### src/rtl/winreg_pkg.sv
package winreg_pkg;
    typedef enum logic [1:0] {
        WCMD_HOLD    = 2'b00,
        WCMD_ABS     = 2'b01,
        WCMD_ROT     = 2'b10,
        WCMD_RESTORE = 2'b11
    } win_cmd_e;
endpackage

### src/rtl/winreg_window_ctrl.sv
module winreg_window_ctrl
    import winreg_pkg::*;
#(
    parameter int NUM_GROUPS = 16,
    parameter int BASE_W     = 4,
    parameter int DATA_W     = 32,
    parameter int ROT_W      = 4
) (
    input  logic                  clk,
    input  logic                  rst_n,
    input  logic [1:0]            cmd,
    input  logic [DATA_W-1:0]     abs_val,
    input  logic [ROT_W-1:0]      rot_imm,
    input  logic [BASE_W-1:0]     saved_base,
    input  logic                  ws_set,
    input  logic                  ws_clr,
    output logic [BASE_W-1:0]     base_q,
    output logic [NUM_GROUPS-1:0] start_q
);
    typedef struct packed {
        logic [BASE_W-1:0]     base;
        logic [NUM_GROUPS-1:0] start;
    } win_state_t;

    win_state_t st_d, st_q;
    logic [BASE_W-1:0] rot_delta;
    logic              abs_hi_unused;
    win_cmd_e          cmd_e;

    assign cmd_e         = win_cmd_e'(cmd);
    assign abs_hi_unused = ^abs_val[DATA_W-1:BASE_W];

    // Sign extension (or truncation) of the rotate step to base width
    generate
        if (BASE_W > ROT_W) begin : g_ext
            assign rot_delta = {{(BASE_W-ROT_W){rot_imm[ROT_W-1]}}, rot_imm};
        end else begin : g_trunc
            assign rot_delta = rot_imm[BASE_W-1:0];
        end
    endgenerate

    always_comb begin
        st_d = st_q;
        unique case (cmd_e)
            WCMD_ABS:     st_d.base = abs_val[BASE_W-1:0];
            WCMD_ROT:     st_d.base = st_q.base + rot_delta;
            WCMD_RESTORE: st_d.base = saved_base;
            default:      st_d.base = st_q.base;
        endcase
        // live-bit strobes act on the resulting base; set has priority
        if (ws_clr) st_d.start[st_d.base] = 1'b0;
        if (ws_set) st_d.start[st_d.base] = 1'b1;
    end

    always_ff @(posedge clk or negedge rst_n) begin
        if (!rst_n) begin
            st_q.base  <= '0;
            st_q.start <= NUM_GROUPS'(1);
        end else begin
            st_q <= st_d;
        end
    end

    assign base_q  = st_q.base;
    assign start_q = st_q.start;

    a_r1_reset_state: assert property (@(posedge clk) disable iff (!rst_n)
        $rose(rst_n) |-> (base_q == '0) && (start_q == NUM_GROUPS'(1)));

    a_r5_abs_load: assert property (@(posedge clk) disable iff (!rst_n)
        (cmd == WCMD_ABS) |=> base_q == $past(abs_val[BASE_W-1:0]));

    a_r7_restore: assert property (@(posedge clk) disable iff (!rst_n)
        (cmd == WCMD_RESTORE) |=> base_q == $past(saved_base));

    a_r8_hold: assert property (@(posedge clk) disable iff (!rst_n)
        (cmd == WCMD_HOLD) |=> $stable(base_q));

    a_r9_ws_set: assert property (@(posedge clk) disable iff (!rst_n)
        ws_set |=> start_q[base_q]);

    a_r10_ws_clr: assert property (@(posedge clk) disable iff (!rst_n)
        (ws_clr && !ws_set) |=> !start_q[base_q]);
endmodule

### src/rtl/winreg_index_map.sv
module winreg_index_map #(
    parameter int BASE_W      = 4,
    parameter int LIDX_W      = 4,
    parameter int PIDX_W      = 6,
    parameter int GROUP_SHIFT = 2
) (
    input  logic [BASE_W-1:0] base,
    input  logic [LIDX_W-1:0] lidx,
    output logic [PIDX_W-1:0] pidx
);
    logic [PIDX_W-1:0] origin;

    // Natural wrap of the PIDX_W-bit sum gives the modulo on a power-of-two bank
    always_comb begin
        origin = PIDX_W'(base) << GROUP_SHIFT;
        pidx   = origin + PIDX_W'(lidx);
    end
endmodule

### src/rtl/winreg_storage.sv
module winreg_storage #(
    parameter int NUM_PHYS = 64,
    parameter int DATA_W   = 32,
    parameter int PIDX_W   = 6,
    parameter int NUM_RD   = 2
) (
    input  logic                           clk,
    input  logic                           rst_n,
    input  logic [NUM_RD-1:0][PIDX_W-1:0]  rd_idx,
    output logic [NUM_RD-1:0][DATA_W-1:0]  rd_data,
    input  logic                           wr_en,
    input  logic [PIDX_W-1:0]              wr_idx,
    input  logic [DATA_W-1:0]              wr_data
);
    logic [DATA_W-1:0] mem_d [NUM_PHYS];
    logic [DATA_W-1:0] mem_q [NUM_PHYS];

    always_comb begin
        mem_d = mem_q;
        if (wr_en) mem_d[wr_idx] = wr_data;
    end

    always_ff @(posedge clk) begin
        mem_q <= mem_d;
    end

    generate
        for (genvar g = 0; g < NUM_RD; g++) begin : g_rd
            assign rd_data[g] = mem_q[rd_idx[g]];
        end
    endgenerate

    a_r3_write_lands: assert property (@(posedge clk) disable iff (!rst_n)
        wr_en |=> mem_q[$past(wr_idx)] == $past(wr_data));
endmodule

### src/rtl/winreg_file.sv
module winreg_file #(
    parameter int NUM_PHYS   = 64,
    parameter int WIN_REGS   = 16,
    parameter int GROUP_SIZE = 4,
    parameter int DATA_W     = 32,
    parameter int ROT_W      = 4
) (
    input  logic                                   clk,
    input  logic                                   rst_n,
    input  logic [$clog2(WIN_REGS)-1:0]            rd_a_idx,
    output logic [DATA_W-1:0]                      rd_a_data,
    input  logic [$clog2(WIN_REGS)-1:0]            rd_b_idx,
    output logic [DATA_W-1:0]                      rd_b_data,
    input  logic                                   wr_en,
    input  logic [$clog2(WIN_REGS)-1:0]            wr_idx,
    input  logic [DATA_W-1:0]                      wr_data,
    input  logic [1:0]                             win_cmd,
    input  logic [DATA_W-1:0]                      base_wr_val,
    input  logic [ROT_W-1:0]                       rot_imm,
    input  logic [$clog2(NUM_PHYS/GROUP_SIZE)-1:0] saved_base,
    input  logic                                   ws_set,
    input  logic                                   ws_clr,
    output logic [$clog2(NUM_PHYS/GROUP_SIZE)-1:0] win_base,
    output logic [NUM_PHYS/GROUP_SIZE-1:0]         win_start
);
    localparam int NUM_GROUPS  = NUM_PHYS / GROUP_SIZE;
    localparam int BASE_W      = $clog2(NUM_GROUPS);
    localparam int PIDX_W      = $clog2(NUM_PHYS);
    localparam int LIDX_W      = $clog2(WIN_REGS);
    localparam int GROUP_SHIFT = $clog2(GROUP_SIZE);
    localparam int NUM_RD      = 2;
    localparam int NUM_MAP     = NUM_RD + 1;

    logic [BASE_W-1:0]                base_q;
    logic [NUM_GROUPS-1:0]            start_q;
    logic [NUM_MAP-1:0][LIDX_W-1:0]   lidx_all;
    logic [NUM_MAP-1:0][PIDX_W-1:0]   pidx_all;
    logic [NUM_RD-1:0][PIDX_W-1:0]    rd_pidx;
    logic [NUM_RD-1:0][DATA_W-1:0]    rd_word;

    winreg_window_ctrl #(
        .NUM_GROUPS (NUM_GROUPS),
        .BASE_W     (BASE_W),
        .DATA_W     (DATA_W),
        .ROT_W      (ROT_W)
    ) u_ctrl (
        .clk        (clk),
        .rst_n      (rst_n),
        .cmd        (win_cmd),
        .abs_val    (base_wr_val),
        .rot_imm    (rot_imm),
        .saved_base (saved_base),
        .ws_set     (ws_set),
        .ws_clr     (ws_clr),
        .base_q     (base_q),
        .start_q    (start_q)
    );

    // index 0: read A, 1: read B, 2: write; all use the pre-update base
    assign lidx_all = {wr_idx, rd_b_idx, rd_a_idx};

    generate
        for (genvar g = 0; g < NUM_MAP; g++) begin : g_map
            winreg_index_map #(
                .BASE_W      (BASE_W),
                .LIDX_W      (LIDX_W),
                .PIDX_W      (PIDX_W),
                .GROUP_SHIFT (GROUP_SHIFT)
            ) u_map (
                .base (base_q),
                .lidx (lidx_all[g]),
                .pidx (pidx_all[g])
            );
        end
        for (genvar r = 0; r < NUM_RD; r++) begin : g_rdsel
            assign rd_pidx[r] = pidx_all[r];
        end
    endgenerate

    winreg_storage #(
        .NUM_PHYS (NUM_PHYS),
        .DATA_W   (DATA_W),
        .PIDX_W   (PIDX_W),
        .NUM_RD   (NUM_RD)
    ) u_store (
        .clk     (clk),
        .rst_n   (rst_n),
        .rd_idx  (rd_pidx),
        .rd_data (rd_word),
        .wr_en   (wr_en),
        .wr_idx  (pidx_all[NUM_RD]),
        .wr_data (wr_data)
    );

    assign rd_a_data = rd_word[0];
    assign rd_b_data = rd_word[1];
    assign win_base  = base_q;
    assign win_start = start_q;
endmodule

### config.mk
export PLATFORM = sky130hd
export DESIGN_NAME = winreg_file
export DESIGN_NICKNAME = d
export VERILOG_FILES = /design/src/rtl/winreg_pkg.sv /design/src/rtl/winreg_window_ctrl.sv /design/src/rtl/winreg_index_map.sv /design/src/rtl/winreg_storage.sv /design/src/rtl/winreg_file.sv
export SDC_FILE = /design/constraint.sdc
export NUM_CORES = 2
export LEC_CHECK = 0
export ABC_AREA = 1
export ABC_CLOCK_PERIOD_IN_PS = 3700
export BUFFER_PORTS_ARGS = -buffer_cell sky130_fd_sc_hd__buf_2
export CELL_PAD_IN_SITES_DETAIL_PLACEMENT = 0
export CELL_PAD_IN_SITES_GLOBAL_PLACEMENT = 1
export CORE_MARGIN = 5
export CORE_UTILIZATION = 40
export CTS_CLUSTER_SIZE = 20
export DETAILED_ROUTE_END_ITERATION = 8
export PLACE_DENSITY_LB_ADDON = 0.1
export REMOVE_ABC_BUFFERS = 1
export SYNTH_ARGS = -nofsm -noshare
export SYNTH_HDL_FRONTEND = slang
export SYNTH_SLANG_ARGS = --single-unit
### constraint.sdc
create_clock -name clk -period 3.7 [get_ports clk]
set_clock_uncertainty 0.2 [all_clocks]
set_input_delay 0.185 -clock clk [delete_from_list [all_inputs] [get_ports clk]]
set_output_delay 0.185 -clock clk [all_outputs]
set_load 0.03 [all_outputs]
==> metrics.md <==
| Metric | Value |
|---|---|
| Post-place setup slack | -0.06391 ns |
| Final period util | 1.116 |
| Pre-antenna DRT Iters | 7 |
| CTS Sinks | 2068 |
| Num ports | 175 |
| CTS tree | done |
| Initial antenna violation count | 16 |
| Static Leak | 47.08 nW |
| CTS Buffer Depth | 3 |
| Crit-path max FO | 8 |
| Final setup fails | 64 |
| Register area share after synthesis | 0.5984 |
| Fill cells | 23300 |
| Crit Path Category | flip-flop to output pin |
| Failing checks | negative setup slack |
| Final layout net count | 11700 |
| Post-Syn Area | 103600 µm² |
| Final wirelength | 482700 µm |
| Clk pin slew, worst setup/hold paths | 0.06 ns |
| Yosys top cell by area | edfxtp_1 |
| Final hold viol count | 0 |
| Synth Warn # | 0 |
| Vias in the first global route | 87410 |
| First-pass GRT wire length | 668700 µm |
| List of most frequent post-synthesis cells | nand2_1 (4306), nand3_1 (3895), edfxtp_1 (2048), buf_2 (546), clkbuf_1 (144) |
| Worst slew pin tran | 1.450 ns |
| Die Y | 519.0 µm |
| Post-DP HPWL | 263700 µm |
| Starting Density | 0.4026 |
| GRT Util Overall | 0.3442 |
| Post-synth ARST share | 0.009671 |
| Outcome | finished with violations |
| Layout cells sized above 1 | 0.1386 |
| Vias | 93560 |
| Pwr dens | 551.3 nW/µm² |
| Total CTS buffers | 230 |
| Worst hold path type | input port to flip-flop |
| Avg WL per Cell | 31.80 µm |
| Remaining DRCs | 0 |
| Top-count cell post-synth | nand2_1 |
| Final core occ | 0.4881 |
| Post-route setup slack | -0.4309 ns |
| Die Wd | 519.0 µm |
| Total chip power | 69.25 mW |
| GPL Wtd Cong | 0.8642 |
| RSZ-0062 raised after global routing | true |
| Crit end category | output pin |
| Syn Area/Cell | 9.073 µm² |
| Crit path arrival time | 3.75 ns |
| F_max | 242.1 MHz |
| Mapped Cells | 11420 |
| Row cnt | 186 |
| Setup crit start kind | flip-flop |
| WHS | 0.03237 ns |
| Dominant cells by area after synthesis | edfxtp_1 (59%), nand3_1 (19%), nand2_1 (16%) |
| H-tree depth | 4 |
| Largest net degree at the start of global routing | 127 |
| First DRT Iteration DRCs | 14070 |
| Worst IR Drop VDD | 0.4942 mV |
| Critical Path RT | 3.31 ns |
| Placed Cells | 14550 |
| Die area | 269300 µm² |
| CP Buf/Inv Count | 6 |
| Post-synth EDFFs | 2048 |
| Period minus WS final | 4.131 ns |
| Post-synth cell types | 30 |
| Port-buffer cells | 146 |
| Most used DFF post-synth | edfxtp_1 |
| Worst path cell trace | ha_4, fa_4, buf_12, buf_12, inv_16, buf_16, buf_8, nand3_2, nand3_2, nand3_1, and2_4, buf_6 |
| Slew Limit Fails | 0 |
| Synth top area share | 0.5935 |
| Remaining global-route overflow | 0 |
| Root Driver | clkbuf_16 |
| Core ar. | 257400 µm² |
| Max stage delay cell, worst path | fa_4 |
| Worst-Skew Late Latency | 0.91 ns |
| Final std cells w/o fill | 15180 |
| Synth Register Bits | 2068 |
| ANT nets after route | 0 |
| Max cap viols | 0 |
| Layout area overhead | 21.24% |
| Slowest Stage Delay on Critical Path | 0.77 ns |
| Via density per instance | 6.163 |
| Worst path top cell family by delay | adder cells |
| Slew HR | 0.03361 |
[per-stage QoR]
| stage | cell area, µm² | setup TNS [ns] |
|---|---|---|
| floorplan | 99100 | -746.82 |
| global placement | 111900 | -0.1120 |
| detailed placement | 111900 | -0.1154 |
| CTS | 123800 | -28.56 |
| global route | 125600 | -21.96 |
| finish | 125600 | -19.43 |
[layout by cell type (no fill, tap or decap), types with 33 or more instances in the layout]
cell type / count
and2_4: 49
buf_12: 305
buf_16: 44
buf_2: 78
buf_4: 228
buf_6: 85
clkbuf_1: 73
clkbuf_16: 239
clkinv_1: 52
clkinv_2: 33
dlygate4sd3_1: 64
edfxtp_1: 2048
nand2_1: 4278
nand3_1: 3528
nand3_2: 290
nand3_4: 77
nor2_4: 66
[routing by layer]
metal	wire, µm	global-route usage	vias to the layer above
li1	-	-	40190
met1	190600	0.4671	46430
met2	213000	0.5264	5893
met3	52180	0.06938	1044
met4	26820	0.1718	6
met5	45	0	-
[repair_timing]
item | in CTS | in global routing
setup buffers | 52 | 48
hold buffers | 66 | 0
setup endpoints to repair | 64 | 284
hold endpoints to repair | 2230 | 0
resized for setup | 624 | 225
pin swaps | 113 | 119
cloned | 36 | 9
[final cells by class]
type / count / area [µm²] / share of cell area
timing repair inverter: 4 / 67.56 / 0.0005378
multi-input combinational: 8424 / 40280 / 0.3206
inverter: 33 / 236.5 / 0.001882
clock buffer: 309 / 6112 / 0.04865
antenna: 5 / 12.51 / 0.00009960
tap: 3384 / 4234 / 0.03370
timing repair buffer: 836 / 11600 / 0.09238
sequential: 2068 / 62000 / 0.4936
clock inverter: 118 / 1076 / 0.008565
[sequential cells by signal, indices dropped and copies added (netlist names)]
name / flops
u_ctrl.base_q: 4
u_store.mem_q: 2048
u_ctrl.start_q: 16
[power by group]
group | internal (mW) | switching, mW | leakage, nW
clock network | 12.6 | 9.91 | 3.49
registers | 26.2 | 0.176 | 18.7
logic | 6.86 | 13.5 | 24.9
[logic make-up (layout without fill, tap and decap cells)]
kind of cell / after synthesis / after routing / share of synthesized area
simple gates: 8365 / 8365 / 0.3523
xor+xnor: 9 / 9 / 0.0009058
other cells: 0 / 5 / 0
compound gates: 37 / 37 / 0.001787
fa+ha+maj: 13 / 13 / 0.001860
buf+inv: 928 / 1300 / 0.04479
flops: 2068 / 2068 / 0.5984
[worst paths after layout]
check | startpoint | to | slack (ns) | depth (start not counted)
max | u_ctrl.base_q[0]$_DFF_PN0_ | rd_b_data[15] | -0.43 | 12
min | rot_imm[1] | u_ctrl.start_q[8]$_DFF_PN0_ | 0.03 | 9
max reg2reg | u_ctrl.base_q[0]$_DFF_PN0_ | u_store.mem_q[253]$_DFFE_PP_ | 0.04 | 8
min reg2reg | u_ctrl.start_q[0]$_DFF_PN1_ | u_ctrl.start_q[0]$_DFF_PN1_ | 0.27 | 2
max in group asynchronous | rst_n | u_ctrl.base_q[0]$_DFF_PN0_ | 2.31 | 3
min in group asynchronous | rst_n | u_ctrl.base_q[1]$_DFF_PN0_ | 0.33 | 3
[worst register-to-register path, cell delays in order (launching register included)]
cell and delay (ns):
dfrtp_2 0.45, buf_4 0.15, ha_1 0.20, fa_1 0.72
buf_4 0.21, nand2_1 0.09, buf_4 0.19, nor2_4 0.81
buf_4 0.33
Note: power is estimated with default switching activity, not from simulation.
